<file path="src/rtl/hb_pkg.sv">
package hb_pkg;
  localparam int NUM_LEGS = 2;

  // bit positions of the synchronized control vector
  localparam int IDX_SHORT = 0;
  localparam int IDX_OT    = 1;
  localparam int IDX_UV    = 2;
  localparam int IDX_POL0  = 3;
  localparam int IDX_POL1  = 4;
  localparam int IDX_DISLN = 5;
  localparam int IDX_DISH  = 6;
  localparam int IDX_EN    = 7;
  localparam int CTRL_W    = 8;

  typedef enum logic [1:0] {
    LEG_FLOAT = 2'd0,
    LEG_HIGH  = 2'd1,
    LEG_LOW   = 2'd2
  } legState_e;

  // strobes from the supervisory control to the leg datapath
  typedef struct packed {
    logic [NUM_LEGS-1:0] legOn;
    logic [NUM_LEGS-1:0] legHigh;
  } legStrobe_t;
endpackage

</file>
<file path="src/rtl/hb_sync.sv">
module hb_sync #(
  parameter int WIDTH = 8,
  parameter int DEPTH = 2
) (
  input  logic             clk,
  input  logic             rstN,
  input  logic [WIDTH-1:0] d,
  output logic [WIDTH-1:0] q
);
  logic [WIDTH-1:0] stage [DEPTH];

  always_ff @(posedge clk or negedge rstN) begin
    if (!rstN) begin
      for (int k = 0; k < DEPTH; k++) stage[k] <= '0;
    end else begin
      stage[0] <= d;
      for (int k = 1; k < DEPTH; k++) stage[k] <= stage[k-1];
    end
  end

  assign q = stage[DEPTH-1];
endmodule

</file>
<file path="src/rtl/hb_control.sv">
module hb_control
  import hb_pkg::*;
(
  input  logic                clk,
  input  logic                rstN,
  input  logic                sEn,
  input  logic                sDisHi,
  input  logic                sDisLoN,
  input  logic [NUM_LEGS-1:0] sPol,
  input  logic                sUv,
  input  logic                sOt,
  input  logic                sShort,
  output legStrobe_t          strobe,
  output logic                latched,
  output logic                faultN
);
  logic disabled;
  logic hardFault;
  logic driveOk;
  logic latchNext;
  logic faultNext;

  always_comb begin
    disabled  = sDisHi | ~sDisLoN;
    hardFault = sOt | sShort;
    // a disabling level wipes the latch; it re-arms once released
    latchNext = disabled ? 1'b0 : (latched | (sEn & hardFault));
    driveOk   = sEn & ~disabled & ~sUv & ~latched & ~hardFault;
    if (!sEn) faultNext = 1'b1;
    else      faultNext = ~(disabled | sUv | latched | hardFault);
    strobe.legOn   = {NUM_LEGS{driveOk}};
    strobe.legHigh = sPol;
  end

  always_ff @(posedge clk or negedge rstN) begin
    if (!rstN) begin
      latched <= 1'b0;
      faultN  <= 1'b1;
    end else begin
      latched <= latchNext;
      faultN  <= faultNext;
    end
  end
endmodule

</file>
<file path="src/rtl/hb_leg.sv">
module hb_leg
  import hb_pkg::*;
#(
  parameter int DEAD_W = 4
) (
  input  logic              clk,
  input  logic              rstN,
  input  logic [DEAD_W-1:0] deadTime,
  input  logic              reqOn,
  input  logic              reqHigh,
  output logic              gateHi,
  output logic              gateLo
);
  localparam logic [DEAD_W-1:0] CNT_MAX = {DEAD_W{1'b1}};
  localparam logic [DEAD_W-1:0] CNT_ONE = DEAD_W'(1);

  legState_e         state, stateNext;
  logic [DEAD_W-1:0] offCnt, offCntNext;
  legState_e         target;
  logic [DEAD_W-1:0] offCntInc;

  always_comb begin
    target     = reqHigh ? LEG_HIGH : LEG_LOW;
    offCntInc  = (offCnt == CNT_MAX) ? offCnt : offCnt + CNT_ONE;
    stateNext  = state;
    offCntNext = offCnt;
    if (!reqOn) begin
      if (state != LEG_FLOAT) begin
        stateNext  = LEG_FLOAT;
        offCntNext = CNT_ONE;
      end else begin
        offCntNext = offCntInc;
      end
    end else if (state == target) begin
      stateNext = state;
    end else if (state != LEG_FLOAT) begin
      stateNext  = LEG_FLOAT;
      offCntNext = CNT_ONE;
    end else if (offCnt >= deadTime) begin
      stateNext = target;
    end else begin
      offCntNext = offCntInc;
    end
  end

  always_ff @(posedge clk or negedge rstN) begin
    if (!rstN) begin
      state  <= LEG_FLOAT;
      offCnt <= CNT_MAX;
    end else begin
      state  <= stateNext;
      offCnt <= offCntNext;
    end
  end

  assign gateHi = (state == LEG_HIGH);
  assign gateLo = (state == LEG_LOW);
endmodule

</file>
<file path="src/rtl/hbridge_ctrl.sv">
module hbridge_ctrl
  import hb_pkg::*;
#(
  parameter int DEAD_W     = 4,
  parameter int SYNC_DEPTH = 2
) (
  input  logic                clk,
  input  logic                rstN,
  input  logic [DEAD_W-1:0]   deadTime,
  input  logic                enIn,
  input  logic                disHiIn,
  input  logic                disLoNIn,
  input  logic [NUM_LEGS-1:0] polIn,
  input  logic                uvFlag,
  input  logic                otFlag,
  input  logic                shortFlag,
  output logic [NUM_LEGS-1:0] gateHi,
  output logic [NUM_LEGS-1:0] gateLo,
  output logic                faultN
);
  logic [CTRL_W-1:0] rawCtrl;
  logic [CTRL_W-1:0] syncCtrl;
  legStrobe_t        strobe;
  logic              latched;
  logic              syncEn;
  logic              syncDis;
  logic              syncUv;

  assign rawCtrl = {enIn, disHiIn, disLoNIn, polIn[1], polIn[0], uvFlag, otFlag, shortFlag};

  hb_sync #(.WIDTH(CTRL_W), .DEPTH(SYNC_DEPTH)) u_sync (
    .clk (clk),
    .rstN(rstN),
    .d   (rawCtrl),
    .q   (syncCtrl)
  );

  assign syncEn  = syncCtrl[IDX_EN];
  assign syncDis = syncCtrl[IDX_DISH] | ~syncCtrl[IDX_DISLN];
  assign syncUv  = syncCtrl[IDX_UV];

  hb_control u_ctrl (
    .clk    (clk),
    .rstN   (rstN),
    .sEn    (syncCtrl[IDX_EN]),
    .sDisHi (syncCtrl[IDX_DISH]),
    .sDisLoN(syncCtrl[IDX_DISLN]),
    .sPol   ({syncCtrl[IDX_POL1], syncCtrl[IDX_POL0]}),
    .sUv    (syncCtrl[IDX_UV]),
    .sOt    (syncCtrl[IDX_OT]),
    .sShort (syncCtrl[IDX_SHORT]),
    .strobe (strobe),
    .latched(latched),
    .faultN (faultN)
  );

  for (genvar g = 0; g < NUM_LEGS; g++) begin : g_leg
    hb_leg #(.DEAD_W(DEAD_W)) u_leg (
      .clk     (clk),
      .rstN    (rstN),
      .deadTime(deadTime),
      .reqOn   (strobe.legOn[g]),
      .reqHigh (strobe.legHigh[g]),
      .gateHi  (gateHi[g]),
      .gateLo  (gateLo[g])
    );
  end
endmodule

</file>
<file path="config.mk">
export PLATFORM = sky130hd
export DESIGN_NAME = hbridge_ctrl
export DESIGN_NICKNAME = d
export VERILOG_FILES = /design/src/rtl/hb_pkg.sv /design/src/rtl/hb_sync.sv /design/src/rtl/hb_control.sv /design/src/rtl/hb_leg.sv /design/src/rtl/hbridge_ctrl.sv
export SDC_FILE = /design/constraint.sdc
export NUM_CORES = 1
export LEC_CHECK = 0
export BUFFER_PORTS_ARGS = -buffer_cell sky130_fd_sc_hd__buf_2
export CAP_MARGIN = 5
export CORE_MARGIN = 3
export CORE_UTILIZATION = 35
export CTS_BUF_LIST = sky130_fd_sc_hd__clkbuf_16
export DETAILED_ROUTE_END_ITERATION = 8
export GPL_TIMING_DRIVEN = 1
export SLEW_MARGIN = 5
export SYNTH_ARGS = -nofsm -noshare
export SYNTH_HDL_FRONTEND = slang
export SYNTH_SLANG_ARGS = --single-unit
</file>
<file path="constraint.sdc">
create_clock -name clk -period 2.9 [get_ports clk]
set_clock_uncertainty 0.2 [all_clocks]
set_input_delay 0.145 -clock clk [delete_from_list [all_inputs] [get_ports clk]]
set_output_delay 0.145 -clock clk [all_outputs]
set_load 0.03 [all_outputs]
</file>
### Yosys cells after proc, flatten, opt, wreduce, memory -nomap -nowiden

Cells that the tools add are included.

* add/sub/neg operators: 2
* multiplexer cells: 26
* bitwise gates (word level): 17
* order comparisons: 2
* eq/ne operators: 12
* reductions and logical operators: 10

Operators by type and width (count)
* 4-bit 2-to-1 mux: 12
* 2-bit 2-to-1 mux: 12
* 4-bit by 1-bit adder with 4-bit output (second input constant): 2
* 4-bit == test (second input constant): 2
* 4-bit greater-or-equal comparator: 2
* 2-bit nonzero test: 4
* 1-bit NOT: 6
* 1-bit OR: 6
* 3-bit AND reduction: 2
* 3-bit nonzero test: 2
* 1-bit AND: 5
* 2-bit by 1-bit == test with 1-bit output (second input constant): 2
* 2-bit == test: 2
* 2-bit == test (second input constant): 2
* 2-bit != test (second input constant): 2
* 2-bit AND reduction: 2
* 3-bit by 2-bit != test with 1-bit output (second input constant): 1
* 3-bit != test (second input constant): 1
* 1-bit 2-to-1 mux: 2

* register bits: 30

### Longest topological paths before layout

Gate-level depths: netlist (run 1).

* depth after elaboration: 9
* depth in mapped cells: 7
* mapped depth without buffers: 7

### Modules after synthesis

A second synthesis (run 1) with hierarchy kept.

* cells, all modules: 146
* area total of the unflattened synthesis: 1566.5 um^2

Modules (own cells, without submodules)
* hb_leg: seq. area each 155.1 um^2, times used 2, area an instance 485.5 um^2, cells each 54
* hb_sync: seq. area each 400.4 um^2, times used 1, area an instance 460.4 um^2, cells each 24
* hb_control: seq. area each 51.3 um^2, times used 1, area an instance 135.1 um^2, cells each 14

### Worst setup path before layout (run 1)

OpenSTA, ideal clock, no wires.

* path kind: register to register
* start point: register g_leg[1].u_leg.offCnt[0]
* end point: register g_leg[1].u_leg.offCnt[3]
* buffers on the path: 0
* setup time: 64 ps
* cell stages (with the launch flop): 7
* data required time: 2636 ps
* period minus slack after synthesis: 2219 ps
* path slack: 681 ps
* arrival time: 1955 ps
* cell sequence: dfstp_2 > inv_1 > ha_1 > o21ai_0 > a211oi_2 > or4b_2 > nand3_1

* cells in the longest elaborated chain, start to end: 6
* elaborated cells on any way between the ends: 11
* classes of those cells: 1 x add/sub; 1 x order compare; 2 x eq/ne; 6 x mux; 1 x reduce/logical

Ends and longest elaborated chain
* from (decl): RTL line hb_leg.sv:18 `logic [DEAD_W-1:0] offCnt, offCntNext;`
* from (signal assigned): RTL line hb_leg.sv:52 `offCnt <= offCntNext;`
* 4-bit by 1-bit adder with 4-bit output / 4-bit == test (equally long branches): RTL line hb_leg.sv:24 `offCntInc = (offCnt == CNT_MAX) ? offCnt : offCnt + CNT_ONE;`
* 4-bit 2-to-1 mux: RTL line hb_leg.sv:24
* 4-bit 2-to-1 mux: RTL line hb_leg.sv:39 `end else if (offCnt >= deadTime) begin`
* 4-bit 2-to-1 mux: RTL line hb_leg.sv:36 `end else if (state != LEG_FLOAT) begin`
* 4-bit 2-to-1 mux: RTL line hb_leg.sv:34 `end else if (state == target) begin`
* 4-bit 2-to-1 mux: RTL line hb_leg.sv:27 `if (!reqOn) begin`

Several ways; a longest one is shown, not always the timed one. The select of a mux whose other input is x is not followed.
A chain may end at the register's enable or synchronous reset.

### Worst setup path after layout (run 1)

Ends and elaborated chain as after synthesis.

==> impl_metrics.py, run 1 <==
metrics = {
    "clocking": {
        "cts.htree.levels": 2,
        "postCtsSetupRepairBufs": 0,
        "clockRootBuffer": "clkbuf_16",
        "clock_latency_ns": 0.27,
        "clk_pin_slew_ns": 0.05,
        "cts_buffers": 5,
        "tritoncts": "done",
        "cts_max_path_buffers": 2,
        "cts_sinks": 30,
    },
    "power_and_ir_drop": {
        "vdd_drop_max_mv": 0.473,
        "power.share.clock_pct": 31.5,
        "sw_frac_of_total_pct": 30.6,
        "total_power_w": 0.00149,
        "seqPwrFrac_pct": 41.1,
        "powerDensity_nw_per_um2": 843,
        "share_comb_of_total_power_pct": 27.3,
        "p_sw_w": 0.000455,
        "p_int_w": 0.00103,
        "p_leak_nw": 0.831,
    },
    "floorplanning": {
        "die_area_um2": 4850,
        "row_count": 22,
        "fp.dieH_um": 69.6,
        "num_io_pins": 19,
        "die_x_um": 69.6,
        "start_util_pct": 37.6,
        "core_um2": 3770,
    },
    "critical_path": {
        "rr_worst_depth": 6,
        "cp_slowest_cell": "or4b_2",
        "crit_type": "flop to flop",
        "worstPathBufferInverterCount": 1,
        "crit_required_ns": 2.91,
        "path_cells": "inv_1 > ha_1 > o21ai_0 > a211oi_2 > or4b_2 > nand3_1",
        "end_kind": "flop",
        "startpoint": "g_leg[1].u_leg.offCnt[0]$_DFFE_PN1P_",
        "start_kind": "flop",
        "critPathTopFamily": "simple AND/OR/NAND/NOR gates",
        "critical_path.max_stage_delay_ns": 0.68,
        "rrSetupSlack_ns": 0.54,
        "r2r_end": "g_leg[1].u_leg.offCnt[3]$_DFFE_PN1P_",
        "cp_max_fo": 7,
        "rr_startpoint": "g_leg[1].u_leg.offCnt[0]$_DFFE_PN1P_",
        "crit_arrival_ns": 2.37,
    },
    "hold_path": {
        "holdCritStartpoint": "u_sync.stage[11]$_DFF_PN0_",
        "min_delay_path_depth": 0,
        "min_path_type": "flop to flop",
        "hold_end": "u_sync.q[3]$_DFF_PN0_",
    },
    "global_route": {
        "grt.total_usage_pct": 13.0,
        "grt_pass1_vias": 1131,
        "grt_max_degree": 31,
        "antenna_found_initial": 0,
        "grt_first_pass_wirelength_mm": 5.02,
        "grt.overflow.total": 0,
    },
    "synthesis": {
        "yosysSeqAreaShare_pct": 53.8,
        "ys_warn_count": 0,
        "syn-instance-count": 128,
        "synth_area_um2": 1420,
        "synth_cell_type_count": 36,
        "synth.avg_cell_area_um2": 11.1,
        "ys_ff_latch": 30,
        "synth_enable_flop_cells": 0,
        "synth_top_flop_cell": "dfrtp_1",
        "async_reset_ff_share_pct": 100,
        "synth_nets": 152,
    },
    "placed_design": {
        "io_buffers": 18,
        "dp_hpwl_mm": 1.94,
        "gp_congestion": 0.882,
    },
    "final_layout": {
        "drive_above_1_share_pct": 25.2,
        "layout_common_cells": "21 x dfrtp_1, 18 x buf_2, 11 x nand2_1, 11 x nor2_1, 10 x ha_1",
        "final_nets": 182,
        "area_growth_pct": 24.5,
        "final_common_cell": "dfrtp_1",
        "fillerInstances": 332,
        "antenna_cells": 0,
    },
    "timing": {
        "period_share_pct": 81.4,
        "layout_min_cycle_time_ns": 2.36,
        "relSlewSlack_pct": 57.3,
        "clock.fmax_mhz": 424,
        "hold_viol_final": 0,
        "fin_setup_tns_ns": 0,
        "tightest_slew_ns": 0.640,
        "rsz0062_at_grt": "no",
        "setup_viol": 0,
        "drv_slew": 0,
    },
    "drt": {
        "detail_route.iter0.violations": 53,
        "via_count": 1034,
        "via_per_inst": 5.00,
        "ant_nets": 0,
        "finalWirelength_mm": 2.65,
        "detail_route.wl_per_cell_um": 12.8,
        "drc": 0,
        "firstDrtPassIters": 4,
    },
    "outcome": {
        "status": "finished clean",
    },
    "job": {
        "drv_cap": 0,
    },
}
==> kinds of logic after synthesis <==
logic type / Yosys count / share of synthesized area [%]
compound gates: 27 / 13.1
fa+ha+maj: 10 / 8.83
buf+inv: 11 / 3.97
flops: 30 / 53.8
mux: 1 / 0.794
simple gates: 49 / 19.6
==> registers in the layout, summed over array words and instances, names as in the netlist <==
signal and cells:
g_leg.u_leg.offCnt 8, g_leg.u_leg.state 4, u_ctrl.faultN 1, u_ctrl.latched 1, u_sync.q 8, u_sync.stage 8
==> power groups by stage <==
stage | sequential (W) | clock, W | combinational, W
6_report | 0.000612 | 0.000469 | 0.000407
5_1_grt | 0.000624 | 0.000505 | 0.000485
4_1_cts | 0.000610 | 0.000485 | 0.000411
3_5_place_dp | 0.000616 | 0 | 0.000401
3_3_place_gp | 0.000611 | 0 | 0.000376
2_1_floorplan | 0.000595 | 0 | 0.000310
==> per-layer routing <==
metal  part of all wire, %  wire length, µm  up-vias  global-route usage [%]
li1                      -                -      515                       -
met3                   5.1              135        5                    4.20
met4                   2.1               55        0                    5.74
met1                    43             1130      487                    14.7
met2                    50             1320       27                    22.4
met5                     0                0        -                       0
==> cell usage after synthesis, drive strengths merged, types with 2 or more instances <==
cell | instances | share of area, %
dfrtp | 21 | 37
nor3 | 3 | 1.1
nor4 | 3 | 2.4
nand2 | 11 | 2.9
nor4b | 2 | 1.2
buf | 4 | 2.1
nor2 | 11 | 2.9
o21ai | 5 | 1.8
ha | 10 | 8.8
nand3 | 6 | 2.5
inv | 7 | 1.9
dfstp | 9 | 17
a21oi | 8 | 2.8
nor2b | 5 | 2.2
o21a | 4 | 2.1
==> worst reg2reg max path: cells and delay by family (launching register included) <==
family / cells / cell delay (ns)
AND/OR/NAND/NOR: 2 / 0.79
buffers and inverters: 1 / 0.07
flip-flops: 1 / 0.55
AO/OA/AOI/OAI: 2 / 0.44
adder cells (fa/ha/maj): 1 / 0.27
==> how the worst max path moves through the flow <==
| stage | end | slack, ns | cells past startpoint |
|---|---|---|---|
| floorplan | g_leg[1].u_leg.offCnt[3]$_DFFE_PN1P_ | 0.68 | 6 |
| global placement | g_leg[1].u_leg.offCnt[3]$_DFFE_PN1P_ | 0.65 | 6 |
| detailed placement | g_leg[1].u_leg.offCnt[3]$_DFFE_PN1P_ | 0.56 | 6 |
| CTS | g_leg[1].u_leg.offCnt[3]$_DFFE_PN1P_ | 0.55 | 6 |
| global route | g_leg[1].u_leg.offCnt[3]$_DFFE_PN1P_ | 0.39 | 6 |
| finish | g_leg[1].u_leg.offCnt[3]$_DFFE_PN1P_ | 0.54 | 6 |
==> through the flow <==
stage	util [%]	hold slack [ns]	instance area, µm²	setup slack [ns]	instances
CTS	46.8	0.146	1770	0.548	207
global route	46.8	0.150	1770	0.389	207
global placement	40.8	0.00636	1540	0.649	190
finish	46.8	0.145	1770	0.540	207
floorplan	-	-0.351	1420	0.681	128
detailed placement	40.8	0.0144	1540	0.559	190
==> what timing repair did <==
item / 4_1_cts / 5_1_grt
endpoints found under the hold margin: 29 / 0
resized for setup: 0 / 0
hold buffers: 9 / 0
==> layout make-up <==
cell class / instances / area (µm²) / area share, %
clock inverter: 3 / 12.5 / 0.709
sequential: 30 / 762 / 43.2
timing repair buffer: 27 / 180 / 10.2
inverter: 7 / 26.3 / 1.49
tap: 48 / 60.1 / 3.40
multi-input combinational: 87 / 599 / 33.9
clock buffer: 5 / 125 / 7.09
No activity file was read; power rests on OpenSTA's default activity.
==> run 2, diff against run 1 <==
Settings changed: ABC_AREA set to 1.
Clock period 2.9 ns to 2.5 ns, I/O delays scaled along.
==> impl_metrics.py, run 2 <==
metrics = {
    "outcome": {
        "status": "finished clean",
    },
    "floorplanning": {
        "num_io_pins": 19,
        "start_util_pct": 37.4,
        "core_um2": 4140,
        "row_count": 23,
        "fp.dieH_um": 72.5,
        "die_x_um": 72.5,
        "die_area_um2": 5260,
    },
    "final_layout": {
        "fillerInstances": 391,
        "final_cells": 244,
        "post-route-util_pct": 46.3,
        "drive_above_1_share_pct": 28.9,
        "area_growth_pct": 24.0,
        "final_nets": 218,
        "final_common_cell": "nand2_1",
        "layout_common_cells": "32 x nand2_1, 21 x dfrtp_1, 18 x inv_1, 18 x buf_2, 17 x nand3_1",
        "antenna_cells": 0,
    },
    "global_route": {
        "grt_pass1_vias": 1119,
        "grt.total_usage_pct": 11.6,
        "grt.overflow.total": 0,
        "antenna_found_initial": 0,
        "grt_first_pass_wirelength_mm": 4.61,
        "grt_max_degree": 31,
    },
    "timing": {
        "setup_viol": 0,
        "period_share_pct": 68.2,
        "hold_viol_final": 0,
        "fin_setup_tns_ns": 0,
        "tightest_slew_ns": 0.639,
        "drv_slew": 0,
        "layout_min_cycle_time_ns": 1.71,
        "rsz0062_at_grt": "no",
        "clock.fmax_mhz": 586,
        "relSlewSlack_pct": 57.4,
    },
    "synthesis": {
        "synth_cell_type_count": 25,
        "synth_area_um2": 1550,
        "yosysTopAreaCellShare_pct": 33.9,
        "synth.top_cells.by_area": "dfrtp_1 34%, dfstp_2 15%, ha_1 8.1%",
        "synth_enable_flop_cells": 0,
        "synth.avg_cell_area_um2": 9.45,
        "ys_ff_latch": 30,
        "synth_area_leader_cell": "dfrtp_1",
        "async_reset_ff_share_pct": 100,
        "synth_nets": 188,
        "ys_top_cells_by_count": "32 x nand2_1, 21 x dfrtp_1, 18 x inv_1, 17 x nand3_1, 12 x nor2_1",
        "synth.most_common_cell": "nand2_1",
        "ys_warn_count": 0,
        "yosysSeqAreaShare_pct": 49.2,
        "synth_top_flop_cell": "dfrtp_1",
        "syn-instance-count": 164,
    },
    "critical_path": {
        "end_kind": "flop",
        "crit_type": "flop to flop",
        "start_kind": "flop",
        "crit_required_ns": 2.51,
        "cp_max_fo": 5,
        "crit_arrival_ns": 1.72,
    },
    "job": {
        "drv_cap": 0,
    },
    "drt": {
        "detail_route.wl_per_cell_um": 10.4,
        "via_per_inst": 4.48,
        "detail_route.iter0.violations": 77,
        "finalWirelength_mm": 2.54,
        "via_count": 1094,
        "ant_nets": 0,
        "drc": 0,
        "firstDrtPassIters": 4,
    },
    "placed_design": {
        "io_buffers": 18,
        "placed_cells": 228,
        "gp_congestion": 0.805,
        "dp_hpwl_mm": 1.76,
    },
    "clocking": {
        "clock_latency_ns": 0.27,
        "cts.htree.levels": 2,
        "cts_sinks": 30,
        "tritoncts": "done",
        "cts.repair.resized": 0,
        "clk_pin_slew_ns": 0.05,
        "clockRootBuffer": "clkbuf_16",
        "cts_max_path_buffers": 2,
        "cts_buffers": 5,
    },
    "hold_path": {
        "min_path_type": "flop to flop",
    },
    "power_and_ir_drop": {
        "total_power_w": 0.00192,
        "vdd_drop_max_mv": 0.498,
        "powerDensity_nw_per_um2": 999,
        "p_leak_nw": 0.980,
    },
}
==> run 2: changes by cell type after synthesis, sizes merged, moves of 5 or more <==
cell,delta
nor2b,-5
nand2,+26
inv,+15
a21oi,-5
nor2,+10
nand3,+13
==> run 2: power breakdown <==
group / internal, W / total, W / leakage (nW) / switching, W
sequential: 0.000629 / 0.000728 / 0.350 / 0.0000987
combinational: 0.000245 / 0.000546 / 0.552 / 0.000301
clock: 0.000458 / 0.000645 / 0.0773 / 0.000187
==> run 2: kinds of logic after synthesis <==
logic type | synth area share (%)
AO/OA/AOI/OAI | 4.85
adder cells (fa/ha/maj) | 8.08
buffers and inverters | 7.27
flip-flops | 49.2
XOR/XNOR | 1.70
AND/OR/NAND/NOR | 28.9
==> run 2: critical path, cell delays in order, from the launching register on <==
cell and delay, ns:
dfstp_2 0.56, inv_1 0.05, ha_1 0.27, nand4_1 0.08, nand3_1 0.13, nand3_2 0.12
nand2_2 0.12, nand2_1 0.05, nand2_1 0.06
==> run 2: layout make-up <==
type	count	area [µm²]	area share [%]
Sequential cell	30	762	39.7
Multi-Input combinational cell	108	674	35.1
Timing Repair Buffer	27	180	9.38
Clock buffer	5	125	6.51
Inverter	22	82.6	4.30
Tap cell	50	62.6	3.26
Clock inverter	2	33.8	1.76
==> run 2: repair_timing <==
action / in CTS / in global routing
endpoints found under the hold margin: 29 / 0
setup buffers: 0 / 0
hold buffers: 9 / 0
==> run 2: worst paths after layout <==
check,startpoint,endpoint,slack (ns),cells past startpoint
max,g_leg[1].u_leg.offCnt[0]$_DFFE_PN1P_,g_leg[1].u_leg.offCnt[0]$_DFFE_PN1P_,0.79,8
max reg2reg,g_leg[1].u_leg.offCnt[0]$_DFFE_PN1P_,g_leg[1].u_leg.offCnt[0]$_DFFE_PN1P_,0.79,8
max in group asynchronous,rstN,u_sync.q[3]$_DFF_PN0_,1.47,2
min,u_sync.stage[11]$_DFF_PN0_,u_sync.q[3]$_DFF_PN0_,0.14,0
min in group asynchronous,rstN,u_sync.stage[12]$_DFF_PN0_,0.22,2
min reg2reg,u_sync.stage[11]$_DFF_PN0_,u_sync.q[3]$_DFF_PN0_,0.14,0
==> run 2: through the flow <==
stage / setup WS, ns / area, µm² / hold WS [ns]
after floorplan: 0.915 / 1550 / -0.371
after detailed placement: 0.795 / 1670 / -0.0117
after global routing: 0.624 / 1920 / 0.150
after global placement: 0.787 / 1670 / -0.00541
after CTS: 0.780 / 1920 / 0.145
final: 0.794 / 1920 / 0.144
==> run 2: per-layer routing <==
metal | up-vias | GRT usage (%) | routed length, µm
li1 | 580 | - | -
met1 | 486 | 13.6 | 1200
met2 | 24 | 18.2 | 1160
met3 | 4 | 3.88 | 129
met4 | 0 | 7.38 | 50
met5 | - | 0 | 0
==> run 3, diff against run 2 <==
Settings changed: ABC_AREA 1 to 0.
Clock period 2.5 ns to 1.4 ns, I/O delays scaled along.
==> impl_metrics.py, run 3 (same netlist as run 1, synthesis figures left out) <==
metrics = {
    "final_layout": {
        "antenna_cells": 0,
        "area_growth_pct": 66.9,
        "fillerInstances": 296,
        "final_common_cell": "buf_4",
        "layout_common_cells": "39 x buf_4, 21 x dfrtp_1, 14 x buf_2, 12 x buf_6, 11 x nand2_1",
        "drive_above_1_share_pct": 53.4,
        "final_nets": 229,
        "post-route-util_pct": 62.7,
    },
    "clocking": {
        "cts_max_path_buffers": 2,
        "clock_latency_ns": 0.27,
        "tritoncts": "done",
        "clockRootBuffer": "clkbuf_16",
        "clk_pin_slew_ns": 0.05,
        "cts_buffers": 5,
        "cts.htree.levels": 2,
        "cts_sinks": 30,
    },
    "power_and_ir_drop": {
        "vdd_drop_max_mv": 0.918,
        "p_leak_nw": 1.09,
        "powerDensity_nw_per_um2": 1660,
    },
    "critical_path": {
        "crit_type": "flop to flop",
        "crit_arrival_ns": 1.97,
        "start_kind": "flop",
        "end_kind": "flop",
        "rrSetupSlack_ns": -0.57,
        "crit_required_ns": 1.40,
        "cp_max_fo": 5,
    },
    "drt": {
        "via_count": 1220,
        "detail_route.iter0.violations": 48,
        "ant_nets": 0,
        "finalWirelength_mm": 3.28,
        "top_layer_used": "met4",
        "firstDrtPassIters": 4,
        "detail_route.wl_per_cell_um": 12.9,
        "wl_met1_mm": 1.37,
        "routed-wl-met3_um": 122,
        "wl_met2_mm": 1.74,
        "via_per_inst": 4.80,
        "drc": 0,
    },
    "timing": {
        "hold_viol_final": 0,
        "period_share_pct": 141,
        "rsz0062_at_grt": "yes",
        "drv_slew": 0,
        "relSlewSlack_pct": 74.4,
        "final.setup.worst_slack_ns": -0.573,
        "tightest_slew_ns": 0.384,
        "layout_min_cycle_time_ns": 1.97,
        "clock.fmax_mhz": 507,
        "setup_viol": 12,
    },
    "placed_design": {
        "gp_congestion": 0.934,
        "post-place-ws_ns": -0.625,
        "dp_hpwl_mm": 2.24,
        "io_buffers": 18,
    },
    "floorplanning": {
        "fp.dieH_um": 69.6,
        "die_area_um2": 4850,
        "start_util_pct": 37.6,
        "num_io_pins": 19,
        "core_um2": 3770,
        "die_x_um": 69.6,
        "row_count": 22,
    },
    "job": {
        "drv_cap": 0,
    },
    "global_route": {
        "antenna_found_initial": 0,
        "grt.overflow.total": 0,
        "grt_first_pass_wirelength_mm": 5.87,
        "grt.total_usage_pct": 14.9,
        "grt_max_degree": 31,
        "grt_pass1_vias": 1364,
    },
    "hold_path": {
        "min_path_type": "flop to flop",
    },
    "outcome": {
        "failed_checks": "negative setup slack",
        "status": "finished, violations left",
    },
}
-- run 3: cell types whose count changed in the layout (fill, tap and decap cells not counted), sizes merged, moves of 2 or more --
cell,previous run,this run
o21a,1,4
a21oi,3,8
nor2b,0,5
nand3,19,6
xor2,3,0
nor2,21,11
o21bai,2,0
buf,18,65
inv,22,8
nand2,37,11
nor4b,0,2
nand4,4,1
nor4,0,3
-- run 3: layout make-up --
class	count	area (µm²)	area share [%]
multi-input combinational	87	792	33.5
sequential	30	762	32.2
timing repair buffer	74	588	24.9
clock buffer	5	125	5.29
tap	48	60.1	2.54
inverter	7	26.3	1.11
clock inverter	3	12.5	0.529
-- run 3: repair_timing --
action                     4_1_cts  5_1_grt
hold buffers                     9        0
resized for setup               30       15
setup endpoints to repair       14       16
setup buffers                    5        3
pin swaps                        8        3
hold endpoints to repair        38        0
-- run 3: where the power goes --
part	switching, W	internal (W)
registers	0.0000972	0.00110
logic	0.000816	0.000938
clock network	0.000336	0.000639
-- run 3: stage by stage --
| stage | cell area (µm²) | setup TNS (ns) | std cells | hold WS [ns] | power, W |
|---|---|---|---|---|---|
| after floorplan | 1460 | -4.60 | 128 | -0.426 | 0.00200 |
| after global placement | 1880 | -5.51 | 230 | -0.0993 | 0.00252 |
| after detailed placement | 1880 | -6.07 | 230 | -0.0986 | 0.00260 |
| after CTS | 2290 | -5.61 | 252 | 0.145 | 0.00384 |
| after global routing | 2370 | -6.64 | 254 | 0.151 | 0.00423 |
| final | 2370 | -5.75 | 254 | 0.140 | 0.00393 |
-- run 3: metal layers --
layer	up-vias	track usage, %
met2	27	25.7
met3	6	4.49
met5	-	0
met1	581	17.4
li1	606	-
met4	0	5.53
-- run 3: final timing paths --
check / from / end / depth (start not counted)
setup reg to reg: g_leg[0].u_leg.offCnt[0]$_DFFE_PN1P_ / g_leg[0].u_leg.offCnt[1]$_DFFE_PN1P_ / 6
hold reg to reg: u_sync.stage[9]$_DFF_PN0_ / u_sync.q[1]$_DFF_PN0_ / 0
min in group asynchronous: rstN / g_leg[0].u_leg.state[0]$_DFFE_PN0P_ / 3
setup / recovery: g_leg[0].u_leg.offCnt[0]$_DFFE_PN1P_ / g_leg[0].u_leg.offCnt[1]$_DFFE_PN1P_ / 6
hold / removal: u_sync.stage[9]$_DFF_PN0_ / u_sync.q[1]$_DFF_PN0_ / 0
max in group asynchronous: rstN / u_ctrl.faultN$_DFF_PN1_ / 3
-- run 3: worst max-delay path: stages, from the launching register on --
cell	delay [ns]
dfstp_2	0.53
inv_2	0.05
ha_4	0.25
o21ai_2	0.05
a2111o_1	0.43
and4_4	0.20
a22o_1	0.19
